`config.mk`:
```
export PLATFORM = sky130hd
export DESIGN_NAME = ttcan_local_timer
export DESIGN_NICKNAME = d
export VERILOG_FILES = /design/src/rtl/ttcan_lt_pkg.sv /design/src/rtl/ttcan_lt_presc.sv /design/src/rtl/ttcan_lt_counter.sv /design/src/rtl/ttcan_lt_regif.sv /design/src/rtl/ttcan_local_timer.sv
export SDC_FILE = /design/constraint.sdc
export NUM_CORES = 1
export LEC_CHECK = 0
export ABC_AREA = 1
export CORE_UTILIZATION = 42
export DETAILED_ROUTE_END_ITERATION = 10
export PLACE_DENSITY = 0.76
export SLEW_MARGIN = 10
export SYNTH_ARGS = -nofsm -noshare
export SYNTH_HDL_FRONTEND = slang
export SYNTH_SLANG_ARGS = --single-unit
```
`constraint.sdc`:
```
create_clock -name clk_i -period 4.1 [get_ports clk_i]
set_input_delay 1.23 -clock clk_i [delete_from_list [all_inputs] [get_ports clk_i]]
set_output_delay 1.23 -clock clk_i [all_outputs]
set_load 0.005 [all_outputs]
```
`src/rtl/ttcan_lt_pkg.sv`:
```
package ttcan_lt_pkg;
  localparam int unsigned LT_W      = 16;
  localparam int unsigned DIV_W     = 8;
  localparam int unsigned ADDR_W    = 12;
  localparam int unsigned MODE_W    = 3;
  localparam logic [ADDR_W-1:0] LT_OFS = 12'h08C;
  localparam logic [ADDR_W-1:0] CT_OFS = 12'h090;
  localparam logic [MODE_W-1:0] ET_MODE = 3'b111;

  typedef enum logic [1:0] {
    SEL_NONE,
    SEL_LT,
    SEL_CT
  } reg_sel_e;

  typedef enum logic [2:0] {
    ACT_HOLD,
    ACT_ZERO,
    ACT_LOAD,
    ACT_STEP,
    ACT_WRAPCLR
  } cnt_act_e;
endpackage

```
`src/rtl/ttcan_lt_presc.sv`:
```
module ttcan_lt_presc #(
  parameter int unsigned DIV_W = 8
) (
  input  logic             clk_i,
  input  logic             rst_ni,
  input  logic             en_i,
  input  logic [DIV_W-1:0] div_i,
  output logic             tick_o
);
  logic [DIV_W-1:0] pre_q;
  logic             at_end;

  // >= keeps a shrinking divide value from forcing a full 2^DIV_W lap
  assign at_end = (pre_q >= div_i);
  assign tick_o = en_i & at_end;

  always_ff @(posedge clk_i or negedge rst_ni) begin
    if (!rst_ni) begin
      pre_q <= '0;
    end else if (!en_i || at_end) begin
      pre_q <= '0;
    end else begin
      pre_q <= pre_q + 1'b1;
    end
  end
endmodule

```
`src/rtl/ttcan_lt_counter.sv`:
```
module ttcan_lt_counter
  import ttcan_lt_pkg::*;
#(
  parameter int unsigned CNT_W = 16
) (
  input  logic             clk_i,
  input  logic             rst_ni,
  input  logic             en_i,
  input  logic             load_i,
  input  logic [CNT_W-1:0] load_val_i,
  input  logic             tick_i,
  input  logic             clr_en_i,
  input  logic [CNT_W-1:0] cmp_i,
  output logic [CNT_W-1:0] cnt_o
);
  logic [CNT_W-1:0] cnt_q;
  logic [CNT_W-1:0] cnt_d;
  cnt_act_e         act;

  // priority: disable, software load, compare clear, step
  always_comb begin
    act = ACT_HOLD;
    if (!en_i) begin
      act = ACT_ZERO;
    end else if (load_i) begin
      act = ACT_LOAD;
    end else if (tick_i) begin
      if (clr_en_i && (cnt_q == cmp_i)) act = ACT_WRAPCLR;
      else                              act = ACT_STEP;
    end
  end

  always_comb begin
    unique case (act)
      ACT_ZERO,
      ACT_WRAPCLR: cnt_d = '0;
      ACT_LOAD:    cnt_d = load_val_i;
      ACT_STEP:    cnt_d = cnt_q + 1'b1;
      default:     cnt_d = cnt_q;
    endcase
  end

  always_ff @(posedge clk_i or negedge rst_ni) begin
    if (!rst_ni) cnt_q <= '0;
    else         cnt_q <= cnt_d;
  end

  assign cnt_o = cnt_q;
endmodule

```
`src/rtl/ttcan_lt_regif.sv`:
```
module ttcan_lt_regif
  import ttcan_lt_pkg::*;
#(
  parameter int unsigned CNT_W  = 16,
  parameter int unsigned ADDR_W = 12,
  parameter int unsigned MODE_W = 3,
  parameter logic [ADDR_W-1:0] LT_ADDR = 12'h08C,
  parameter logic [ADDR_W-1:0] CT_ADDR = 12'h090,
  parameter logic [MODE_W-1:0] ET_CODE = 3'b111
) (
  input  logic [ADDR_W-1:0] addr_i,
  input  logic              wr_i,
  input  logic [MODE_W-1:0] mode_i,
  input  logic              en_i,
  input  logic [CNT_W-1:0]  cnt_i,
  input  logic [CNT_W-1:0]  ref_i,
  output logic              load_o,
  output logic [CNT_W-1:0]  rdata_o,
  output logic [CNT_W-1:0]  local_o,
  output logic [CNT_W-1:0]  cycle_o
);
  reg_sel_e         sel;
  logic             et_mode;
  logic [CNT_W-1:0] ref_eff;

  always_comb begin
    if (addr_i == LT_ADDR)      sel = SEL_LT;
    else if (addr_i == CT_ADDR) sel = SEL_CT;
    else                        sel = SEL_NONE;
  end

  assign et_mode = (mode_i == ET_CODE);
  // cycle-time offset is read only; only the local-time offset accepts a write
  assign load_o  = wr_i & (sel == SEL_LT) & en_i & et_mode;

  assign local_o = en_i ? cnt_i : '0;
  assign ref_eff = et_mode ? '0 : ref_i;
  assign cycle_o = local_o - ref_eff;

  always_comb begin
    unique case (sel)
      SEL_LT:  rdata_o = local_o;
      SEL_CT:  rdata_o = cycle_o;
      default: rdata_o = '0;
    endcase
  end
endmodule

```
`src/rtl/ttcan_local_timer.sv`:
```
module ttcan_local_timer
  import ttcan_lt_pkg::*;
#(
  parameter int unsigned CNT_W  = LT_W,
  parameter int unsigned PDIV_W = DIV_W,
  parameter int unsigned AW     = ADDR_W,
  parameter int unsigned MW     = MODE_W,
  parameter logic [AW-1:0] LT_ADDR = LT_OFS,
  parameter logic [AW-1:0] CT_ADDR = CT_OFS,
  parameter logic [MW-1:0] ET_CODE = ET_MODE
) (
  input  logic              clk_i,
  input  logic              rst_ni,
  input  logic              tmr_en_i,
  input  logic              cmp_clr_en_i,
  input  logic [MW-1:0]     mode_i,
  input  logic [CNT_W-1:0]  cmp_val_i,
  input  logic [CNT_W-1:0]  ref_mark_i,
  input  logic [PDIV_W-1:0] presc_div_i,
  input  logic [AW-1:0]     reg_addr_i,
  input  logic              reg_wr_i,
  input  logic [CNT_W-1:0]  reg_wdata_i,
  output logic [CNT_W-1:0]  reg_rdata_o,
  output logic [CNT_W-1:0]  local_time_o,
  output logic [CNT_W-1:0]  cycle_time_o
);
  logic             presc_tick;
  logic             sw_load;
  logic [CNT_W-1:0] cnt_q;

  ttcan_lt_presc #(.DIV_W(PDIV_W)) u_presc (
    .clk_i  (clk_i),
    .rst_ni (rst_ni),
    .en_i   (tmr_en_i),
    .div_i  (presc_div_i),
    .tick_o (presc_tick)
  );

  ttcan_lt_counter #(.CNT_W(CNT_W)) u_cnt (
    .clk_i      (clk_i),
    .rst_ni     (rst_ni),
    .en_i       (tmr_en_i),
    .load_i     (sw_load),
    .load_val_i (reg_wdata_i),
    .tick_i     (presc_tick),
    .clr_en_i   (cmp_clr_en_i),
    .cmp_i      (cmp_val_i),
    .cnt_o      (cnt_q)
  );

  ttcan_lt_regif #(
    .CNT_W   (CNT_W),
    .ADDR_W  (AW),
    .MODE_W  (MW),
    .LT_ADDR (LT_ADDR),
    .CT_ADDR (CT_ADDR),
    .ET_CODE (ET_CODE)
  ) u_regif (
    .addr_i  (reg_addr_i),
    .wr_i    (reg_wr_i),
    .mode_i  (mode_i),
    .en_i    (tmr_en_i),
    .cnt_i   (cnt_q),
    .ref_i   (ref_mark_i),
    .load_o  (sw_load),
    .rdata_o (reg_rdata_o),
    .local_o (local_time_o),
    .cycle_o (cycle_time_o)
  );
endmodule

```
==> qor.yml <==
grt_pass1_vias: 5086
path_cells: "buf_6 -> nand3_4 -> buf_6 -> nand2_4 -> ha_4 -> buf_4 -> nand2_2 -> inv_1 -> nand2_2 -> nand2_4 -> buf_6 -> nand3_4 -> nand2_2 -> nand2_2 -> nand3_1 -> nand2_1 -> buf_2"
grt_max_degree: 25
critical_path_required_ps: 2870
ys_ff_latch: 24
slowest_stage: "ha_4"
final_common_cell: "nand2_1"
ys_seq_area_share_pct: 17.7
finalHoldViolCount: 0
cp_slowest_stage_delay_ps: 350
clk_pin_slew_worst_paths_ps: 90
htree_levels: 1
hp-class: "register to register"
dpl.hpwl_mm: 9.66
area_growth_pct: 86.7
synth_compound_area_share_pct: 7.21
crit_buf_inv: 6
core_area_um2: 7770
whs_ps: 508
n_antenna_cell: 0
die_w_um: 92.0
clock_latency_ps: 280
fmax_mhz: 226
tightest_slew_ps: 707
stdcell_count: 897
die_y_um: 92.0
cts_buffers: 3
reg2reg_from: "u_presc.pre_q[5]"
synthDistinctLibCells: 33
yosysWarnings: 0
r2r-end: "u_cnt.cnt_o[2]"
m1WireLength_mm: 6.47
cts.sinks: 24
endpoint_kind: "output pin"
synth-simple-area-share_pct: 47.1
final-setup-viol-count: 27
rsz0062_at_grt: "true"
period_minus_slack_ps: 4430
rows: 32
min_delay_path_depth: 1
gp_congestion: 0.969
synth_xor_area_share_pct: 5.41
layout-drive-gt1-share_pct: 38.4
drt_iter0_markers: 445
synthesis.area_um2: 3400
slew_headroom_pct: 52.8
startpoint_type: "input pin"
postPlaceCellArea_um2: 5190
timing.final.crit_share_pct: 108
synthAdderAreaFrac_pct: 9.79
wl_met2_mm: 8.34
cts_tree: "built"
cts-root-buf: "clkbuf_8"
pin_count: 124
grtUsageTotal_pct: 36.8
stdcell_area_um2: 6350
violations: "negative setup slack"
dpl_worst_slack_ps: -1030
grt_pass1_wl_mm: 24.7
dp.cells: 856
synth_mux_area_share_pct: 0
worstPathArrival_ps: 3200
drt-total-wl_mm: 18.1
r2r_cells: 8
holdPathEnd: "u_presc.pre_q[0]"
crit_type: "input pin to output pin"
synth_edf_count: 0
cts_max_path_buffers: 2
synth_top_family_by_area: "simple AND/OR/NAND/NOR gates"
cp_max_fo: 6
synthCells: 577
route.met3.wl_mm: 1.90
timing.final.ws_setup_ps: -331
first_pass_iters: 5
grt_overflow_total: 0
crit_family: "simple AND/OR/NAND/NOR gates"
drv_slew: 0
mostFrequentLayoutCells: "nand2_1, buf_4, clkdlybuf4s50_1"
reg2reg_slack_ps: 2150
wl_per_cell_um: 20.2
p_leak_nw: 3.20
final_net_count: 898
grt_antenna_before_repair: 0
portBuffers: 123
min_from: "u_presc.pre_q[0]"
routed.top_layer: "met4"
cap_violations: 0
synthArstFlopShare_pct: 100
status: "complete, but fails checks"
initial_core_util_pct: 43.8
avgSynthCellArea_um2: 5.89
powerDensity_nw_per_um2: 133
finish.utilization_pct: 81.7
via_per_inst: 5.90
cpMostUsedCell: "nand2_2"
fin_skew_ps: 2.37
ant_nets: 0
cts_hold_buf: 0
drc: 0
synth_ff_type: "dfrtp_1"
synth.net_count: 679
vias: 5289
ir_drop_v: 0.000206
die-area_um2: 8460
## logic make-up (layout without fill, tap and decap cells)
family,Yosys count,count (layout)
fa+ha+maj,26,26
flops,24,24
xor+xnor,21,21
buf+inv,104,322
simple gates,356,356
compound gates,46,46
## cell usage after synthesis (all sizes together) (2+ instances only)
cell | count | share of area, %
nand3b | 6 | 1.3
a21oi | 20 | 2.9
and2 | 8 | 1.5
dfrtp | 24 | 18
nand2 | 186 | 21
o21a | 2 | 0.44
xor2 | 15 | 3.9
inv | 85 | 9.4
nand4 | 41 | 7.5
clkbuf | 7 | 0.81
nor2 | 56 | 6.5
o21ai | 23 | 3.6
xnor2 | 6 | 1.5
nor3b | 3 | 0.66
buf | 12 | 2.6
nand3 | 48 | 7.2
nor3 | 5 | 0.74
ha | 25 | 9.2
## registers in the layout, summed over array words and instances (netlist names)
register / cells
u_presc.pre_q: 8
u_cnt.cnt_o: 16
## metal layers
layer  vias to the layer above  global-route usage, %
met5                         -                      0
met1                      2417                   42.0
met3                       151                   5.14
li1                       2293                      -
met4                         0                   19.7
met2                       428                   66.0
## report_power, final
group	total, mW	internal, mW	leakage, nW	switching (mW)
combinational	0.389	0.200	2.83	0.189
sequential	0.242	0.239	0.333	0.00312
clock	0.214	0.131	0.0357	0.0827
## final cells by class
class	instances	area (um^2)
clock buffers	3	41.3
clock inverters	1	30.0
fillers	475	1420
inverters	85	322
multi-input cells	449	3180
flip-flops and latches	24	601
well taps	102	128
repair buffers	233	2050
## worst max path at each step
stage | startpoint | end | slack (ps) | cells after the start
finish | mode_i[1] | reg_rdata_o[14] | -330 | 17
floorplan | mode_i[1] | reg_rdata_o[6] | 30 | 13
detailed placement | mode_i[1] | reg_rdata_o[14] | -1030 | 13
global route | mode_i[1] | cycle_time_o[10] | -400 | 13
global placement | mode_i[1] | reg_rdata_o[14] | -970 | 13
CTS | mode_i[2] | reg_rdata_o[6] | -120 | 16
## per-stage QoR
step	total power [mW]	TNS, ps
after floorplan	0.345	0
after global placement	0.506	-24730
final	0.845	-5320
after global routing	0.873	-6210
after detailed placement	0.511	-26040
after CTS	0.785	-662
## what timing repair did
item / 4_1_cts / 5_1_grt
buffers inserted: 28 / 8
setup endpoints to repair: 32 / 30
gates cloned: 2 / 1
endpoints found under the hold margin: 0 / 0
pin swaps: 80 / 29
gates resized for setup: 311 / 78
No activity file was read; power rests on OpenSTA's default activity.
